==> src/rtl/dac_cond_pkg.sv <==
package dac_cond_pkg;
  localparam int SAMPLE_W = 16;
  typedef logic signed [SAMPLE_W-1:0] sample_t;
  localparam sample_t SAMPLE_MIN = sample_t'(16'sh8000);
  localparam sample_t SAMPLE_MAX = sample_t'(16'sh7FFF);
endpackage

==> src/rtl/dac_gain_stage.sv <==
module dac_gain_stage
  import dac_cond_pkg::*;
#(
  parameter int COARSE_W   = 3,
  parameter int FINE_W     = 4,
  parameter int FINE_SHIFT = 5
) (
  input  logic                clk,
  input  logic                rst,
  input  sample_t             din,
  input  logic [COARSE_W-1:0] coarse,
  input  logic [FINE_W-1:0]   fine,
  output sample_t             dout
);
  localparam int PROD_W = SAMPLE_W + FINE_W + 1;

  logic signed [PROD_W-1:0] x_ext;
  logic signed [PROD_W-1:0] v_ext;
  logic signed [PROD_W-1:0] prod;
  logic signed [PROD_W-1:0] trimmed;
  sample_t fine_q;
  sample_t coarse_q;

  always_comb begin
    x_ext   = PROD_W'(din);
    v_ext   = $signed({{(PROD_W-FINE_W){1'b0}}, fine});
    prod    = x_ext * v_ext;
    trimmed = x_ext - (prod >>> FINE_SHIFT);
  end

  always_ff @(posedge clk) begin
    if (rst) begin
      fine_q   <= '0;
      coarse_q <= '0;
    end else begin
      fine_q   <= sample_t'(trimmed);
      coarse_q <= fine_q >>> coarse;
    end
  end

  assign dout = coarse_q;

  // the fine trim never grows the magnitude and keeps the sign
  assert_fine_pos_R3: assert property (@(posedge clk) disable iff (rst)
    (!$past(rst) && $past(din) >= 0) |-> (fine_q >= 0 && fine_q <= $past(din)));
  assert_fine_neg_R3: assert property (@(posedge clk) disable iff (rst)
    (!$past(rst) && $past(din) < 0) |-> (fine_q <= 0 && fine_q >= $past(din)));
  // the coarse shift attenuates and keeps the sign
  assert_coarse_shrink_R4: assert property (@(posedge clk) disable iff (rst)
    (!$past(rst) && $past(fine_q) >= 0) |-> (coarse_q >= 0 && coarse_q <= $past(fine_q)));
  assert_coarse_neg_R4: assert property (@(posedge clk) disable iff (rst)
    (!$past(rst) && $past(fine_q) < 0) |-> (coarse_q < 0 && coarse_q >= $past(fine_q)));
endmodule

==> src/rtl/dac_trunc_stage.sv <==
module dac_trunc_stage
  import dac_cond_pkg::*;
#(
  parameter int OUT_BITS = 16
) (
  input  logic    clk,
  input  logic    rst,
  input  sample_t din,
  input  logic    half_lsb,
  output sample_t dout
);
  localparam int DROP = SAMPLE_W - OUT_BITS;

  sample_t trunc_next;
  sample_t trunc_q;

  generate
    if (OUT_BITS < 8 || OUT_BITS > SAMPLE_W) begin : g_bad_bits
      $error("OUT_BITS must lie between 8 and 16");
    end
    if (DROP > 0) begin : g_cut
      localparam logic [SAMPLE_W-1:0] KEEP_MASK = {SAMPLE_W{1'b1}} << DROP;
      localparam logic [SAMPLE_W-1:0] HALF_BIT  = SAMPLE_W'(1) << (DROP - 1);
      always_comb begin
        trunc_next = din & KEEP_MASK;
        if (half_lsb) trunc_next = trunc_next | HALF_BIT;
      end
      // truncation floors the sample by less than one output LSB
      assert_trunc_floor_R5: assert property (@(posedge clk) disable iff (rst)
        (!$past(rst) && !$past(half_lsb)) |->
        (trunc_q <= $past(din) &&
         (32'($past(din)) - 32'(trunc_q)) < (32'sd1 <<< DROP)));
      // the compensation lands strictly above the floored value
      assert_half_lsb_R6: assert property (@(posedge clk) disable iff (rst)
        (!$past(rst) && $past(half_lsb)) |->
        (trunc_q[DROP-1] && (32'($past(din)) - 32'(trunc_q)) < (32'sd1 <<< (DROP - 1))));
    end else begin : g_full
      always_comb trunc_next = din;
    end
  endgenerate

  always_ff @(posedge clk) begin
    if (rst) trunc_q <= '0;
    else     trunc_q <= trunc_next;
  end

  assign dout = trunc_q;
endmodule

==> src/rtl/dac_invert_stage.sv <==
module dac_invert_stage
  import dac_cond_pkg::*;
(
  input  logic    clk,
  input  logic    rst,
  input  sample_t din,
  input  logic    invert,
  output sample_t dout
);
  sample_t inv_q;

  always_ff @(posedge clk) begin
    if (rst)                        inv_q <= '0;
    else if (!invert)               inv_q <= din;
    else if (din == SAMPLE_MIN)     inv_q <= SAMPLE_MAX;
    else                            inv_q <= -din;
  end

  assign dout = inv_q;

  // negating the most negative code saturates
  assert_inv_sat_R7: assert property (@(posedge clk) disable iff (rst)
    (!$past(rst) && $past(invert) && $past(din) == SAMPLE_MIN) |-> (inv_q == SAMPLE_MAX));
  // inversion off passes the sample untouched
  assert_inv_pass_R7: assert property (@(posedge clk) disable iff (rst)
    (!$past(rst) && !$past(invert)) |-> (inv_q == $past(din)));
endmodule

==> src/rtl/dac_delay_line.sv <==
module dac_delay_line
  import dac_cond_pkg::*;
#(
  parameter int DEPTH = 128,
  parameter int BASE  = 64,
  parameter int VAL_W = 5
) (
  input  logic             clk,
  input  logic             rst,
  input  sample_t          din,
  input  logic             en,
  input  logic [VAL_W-1:0] val,
  output sample_t          dout
);
  localparam int AW = $clog2(DEPTH);

  generate
    if (DEPTH < BASE + (1 << VAL_W) || DEPTH != (1 << AW)) begin : g_bad_depth
      $error("DEPTH must be a power of two covering BASE plus the largest offset");
    end
  endgenerate

  logic [SAMPLE_W-1:0] mem [DEPTH];
  logic [AW-1:0]       wr_ptr;
  logic [AW-1:0]       rd_ptr;
  sample_t             out_q;

  assign rd_ptr = wr_ptr - (AW'(BASE) + AW'(val));

  always_ff @(posedge clk) begin
    mem[wr_ptr] <= din;
  end

  always_ff @(posedge clk) begin
    if (rst) begin
      wr_ptr <= '0;
      out_q  <= '0;
    end else begin
      wr_ptr <= wr_ptr + AW'(1);
      out_q  <= en ? sample_t'(mem[rd_ptr]) : din;
    end
  end

  assign dout = out_q;

  // with the delay off the stage adds exactly its one register
  assert_bypass_R8: assert property (@(posedge clk) disable iff (rst)
    (!$past(rst) && !$past(en)) |-> (out_q == $past(din)));
  // the write pointer advances once per cycle
  assert_wptr_step_R8: assert property (@(posedge clk) disable iff (rst)
    !$past(rst) |-> (wr_ptr == $past(wr_ptr) + AW'(1)));
endmodule

==> src/rtl/dac_cond_pipe.sv <==
module dac_cond_pipe
  import dac_cond_pkg::*;
#(
  parameter int OUT_BITS   = 16,
  parameter int COARSE_W   = 3,
  parameter int FINE_W     = 4,
  parameter int FINE_SHIFT = 5,
  parameter int DLY_DEPTH  = 128,
  parameter int DLY_BASE   = 64,
  parameter int DLY_VAL_W  = 5
) (
  input  logic                 clk,
  input  logic                 rst,
  input  logic [15:0]          in_sample,
  input  logic [COARSE_W-1:0]  cfg_coarse,
  input  logic [FINE_W-1:0]    cfg_fine,
  input  logic                 cfg_half_lsb,
  input  logic                 cfg_invert,
  input  logic                 cfg_dly_en,
  input  logic [DLY_VAL_W-1:0] cfg_dly_val,
  output logic [15:0]          out_sample
);
  sample_t gained;
  sample_t truncated;
  sample_t inverted;
  sample_t delayed;

  dac_gain_stage #(
    .COARSE_W  (COARSE_W),
    .FINE_W    (FINE_W),
    .FINE_SHIFT(FINE_SHIFT)
  ) u_gain (
    .clk   (clk),
    .rst   (rst),
    .din   (sample_t'(in_sample)),
    .coarse(cfg_coarse),
    .fine  (cfg_fine),
    .dout  (gained)
  );

  dac_trunc_stage #(
    .OUT_BITS(OUT_BITS)
  ) u_trunc (
    .clk     (clk),
    .rst     (rst),
    .din     (gained),
    .half_lsb(cfg_half_lsb),
    .dout    (truncated)
  );

  dac_invert_stage u_inv (
    .clk   (clk),
    .rst   (rst),
    .din   (truncated),
    .invert(cfg_invert),
    .dout  (inverted)
  );

  dac_delay_line #(
    .DEPTH(DLY_DEPTH),
    .BASE (DLY_BASE),
    .VAL_W(DLY_VAL_W)
  ) u_dly (
    .clk (clk),
    .rst (rst),
    .din (inverted),
    .en  (cfg_dly_en),
    .val (cfg_dly_val),
    .dout(delayed)
  );

  assign out_sample = delayed;

  // the output is cleared on the cycle after reset
  assert_reset_zero_R1: assert property (@(posedge clk)
    $past(rst) |-> (out_sample == 16'h0000));
endmodule

==> config.mk <==
export PLATFORM = sky130hd
export DESIGN_NAME = dac_cond_pipe
export DESIGN_NICKNAME = d
export VERILOG_FILES = /design/src/rtl/dac_cond_pkg.sv /design/src/rtl/dac_gain_stage.sv /design/src/rtl/dac_trunc_stage.sv /design/src/rtl/dac_invert_stage.sv /design/src/rtl/dac_delay_line.sv /design/src/rtl/dac_cond_pipe.sv
export SDC_FILE = /design/constraint.sdc
export NUM_CORES = 2
export LEC_CHECK = 0
export ABC_AREA = 1
export ABC_CLOCK_PERIOD_IN_PS = 13670
export BUFFER_PORTS_ARGS = -buffer_cell sky130_fd_sc_hd__buf_2
export CORE_MARGIN = 1.5
export CORE_UTILIZATION = 35
export CTS_CLUSTER_SIZE = 20
export DETAILED_ROUTE_END_ITERATION = 10
export PLACE_DENSITY_LB_ADDON = 0.25
export SKIP_LAST_GASP = 1
export SLEW_MARGIN = 0
export SYNTH_ARGS = -nofsm -noshare
export SYNTH_HDL_FRONTEND = slang
export SYNTH_SLANG_ARGS = --single-unit
==> constraint.sdc <==
create_clock -name clk -period 13.67 [get_ports clk]
set_input_delay 2.734 -clock clk [delete_from_list [all_inputs] [get_ports clk]]
set_output_delay 2.734 -clock clk [all_outputs]
set_load 0.05 [all_outputs]
==> results.toml <==
[outcome]
status = "complete, no violations"

[sta]
finalHoldViolations = 0
rsz0062_at_grt = "no"
fmax_ghz = 0.141
tns_ps = 0
fin_crit_sh_pct = 51.8
timing.final.max_slew_violations = 0
skew_ps = 41.0
final-setup-viol-count = 0
worstMarginPinSlew_ps = 1260
slew_headroom_pct = 15.9
fin_crit_ps = 7080

[clocking]
clockRootBuffer = "clkbuf_16"
clock-sinks = 2135
clk_path_buf_depth = 3
clk_pin_slew_ps = 60
cts_resized = 0
cts_tree = "yes"
hold_buffers = 0
cts_buffers = 223
post-cts-setup-buffer-count = 0
clk_latency_ps = 860
htree_levels = 4

[floorplan]
design.die.area_um2 = 258000
boundaryPins = 49
die_width_um = 508
num_rows = 185
core_area_um2 = 254000
start_util_pct = 35.2
die_h_um = 508

[setup_path]
crit_arrival_ps = 7790
path_cells = "buf_2 -> inv_1 -> ha_1 -> ha_4 -> inv_8 -> buf_4 -> buf_4 -> nand3_1 -> nand3_1 -> nand3_1 -> nand3_1 -> nand2_1 -> nand2_1 -> nand3_1 -> nand3_1 -> a21oi_1"
critPathCaptureType = "flip-flop"
critPathBufInv = 5
cp_slowest_cell = "buf_4"
crit_family = "buffers and inverters"
timing_worst_setup_path_type = "in -> reg"
crit_end = "u_dly.dout[11]"
cp_data_required_time_ps = 14380
rrSetupSlack_ps = 8030
r2r_start = "u_dly.wr_ptr[0]"
r2r-end = "u_dly.dout[11]"
cp_max_fo = 118
ff2ff_path_depth = 16
cp-start-kind = "input pin"
crit_top_cell = "nand3_1"
cp_num_cells = 16
cpPeakStageDelay_ps = 870
startpoint = "cfg_dly_val[1]"

[synthesis]
syn_nets = 7989
async_flop_share_pct = 0
ys_seq_area_share_pct = 70.8
synth_area_per_cell_um2 = 11.4
synth_common_cells = "2,588 x nand2_1, 2,048 x edfxtp_1, 1,901 x nand3_1"
yosys.area.top_type = "edfxtp_1"
yosysTopAreaCellShare_pct = 68.9
synth_area_um2 = 89300
syn_inst = 7853
synth-seq-cells = 2135
synth-edff-count = 2048
synthDistinctLibCells = 39
synth.area.top_cells = "edfxtp_1 69%, nand2_1 11%, nand3_1 11%, dfxtp_1 2.0%, buf_2 1.6%"
synth.most_common_cell = "nand2_1"
ys.flop_type = "edfxtp_1"
yosys_warnings = 0

[placement]
hpwlAfterDp_um = 131000
routabilityCongestion = 0.806
io_buffers = 47

[global_route]
antenna_found_initial = 5
grt_max_degree = 234
grt_pass1_wl_um = 364000
grt_usage_pct = 18.7
overflow = 0
grt_pass1_vias = 55522

[final_layout]
drive_above_1_share_pct = 7.37
fin_nets = 7961
area.growth.synth_to_final_pct = 12.1

[drt]
drc_errors = 0
viasPerCell = 5.14
vias = 58550
ant_nets = 0
wl_per_cell_um = 21.7
drt-total-wl_um = 247000
drtIter0Drc = 5870
dr.pass1.iters = 5

[pwr]
p_leak_nw = 36.7
peakVddDrop_uv = 128
p_total_mw = 16.4
p_per_area_nw_per_um2 = 164

[min_path]
hp-class = "reg -> reg"

[run]
maxCapViolCount = 0
-- worst reg2reg max path, delay by kind of cell, from the launching register on --
kind / cells / cell delay [ps]
buffers and inverters: 5 / 2850
and+or+nand+nor: 8 / 1480
adders and majority gates: 2 / 610
DFF: 1 / 470
AOI/OAI and AO/OA: 1 / 80
-- registers in the layout, summed over array words and instances (netlist names) --
| signal | count |
|---|---|
| u_dly.dout | 16 |
| u_dly.mem | 2048 |
| u_dly.wr_ptr | 7 |
| u_gain.dout | 16 |
| u_gain.fine_q | 16 |
| u_inv.dout | 16 |
| u_trunc.dout | 16 |
-- worst min-delay path by stage --
stage / startpoint / to / slack (ps) / cells past startpoint
detailed placement: u_gain.dout[9] / u_trunc.dout[9] / 390 / 2
global placement: u_gain.dout[10] / u_trunc.dout[10] / 400 / 2
global route: u_gain.dout[6] / u_trunc.dout[6] / 420 / 2
finish: u_gain.dout[10] / u_trunc.dout[10] / 400 / 2
floorplan: u_gain.dout[0] / u_trunc.dout[0] / 390 / 2
CTS: u_gain.dout[10] / u_trunc.dout[10] / 390 / 2
-- routing by layer --
metal | global-route usage [%] | share of wire [%] | up-vias
met4 | 5.36 | 2.5 | 2
met2 | 30.7 | 48 | 1854
li1 | - | - | 27398
met3 | 2.84 | 6.5 | 328
met1 | 25.8 | 43 | 28968
met5 | 0 | 0.0057 | -
-- per-stage QoR --
step	hold WS, ps	instances	utilization, %	setup slack, ps	instance area [um^2]
2_1_floorplan	388	7853	-	6700	89300
3_5_place_dp	394	10966	36.7	5700	93100
5_1_grt	416	11382	39.4	6460	100000
4_1_cts	390	11381	39.4	6630	100000
6_report	399	11388	39.4	6590	100000
3_3_place_gp	396	10966	36.7	5750	93100
-- power by group --
part / switching [mW] / internal, mW / leakage [nW]
Sequential: 0.185 / 7.44 / 19.5
Clock: 2.56 / 3.32 / 3.43
Combinational: 2.18 / 0.770 / 13.7
Total: 4.92 / 11.5 / 36.7
-- cell type report --
| cell class | count | area, um^2 |
|---|---|---|
| clock buffer | 268 | 5750 |
| timing repair buffer | 228 | 1720 |
| inverter | 208 | 815 |
| clock inverter | 147 | 1290 |
| multi-input combinational | 5029 | 23000 |
| sequential | 2135 | 63300 |
| tap | 3366 | 4210 |
| antenna | 7 | 17.5 |
| fill | 24122 | 154000 |
-- layout by cell type, fill, tap and decap left out, types with 33 or more instances in the layout --
cell type / instances
nand2_1: 2587
edfxtp_1: 2048
nand3_1: 1894
clkbuf_16: 223
inv_1: 199
nor2_1: 194
buf_4: 171
a21oi_1: 85
dfxtp_1: 71
clkinv_1: 68
ha_1: 67
o21ai_0: 62
buf_2: 47
clkbuf_1: 45
clkinv_2: 39
fa_1: 33
-- cell families after synthesis --
| family | synth area share (%) |
|---|---|
| buffers and inverters | 3.54 |
| adders and majority gates | 1.73 |
| DFF | 70.8 |
| AOI/OAI and AO/OA | 1.03 |
| and+or+nand+nor | 22.5 |
| muxes | 0.0785 |
| xor gates and xnor gates | 0.272 |
(Power assumes the default switching activity.)
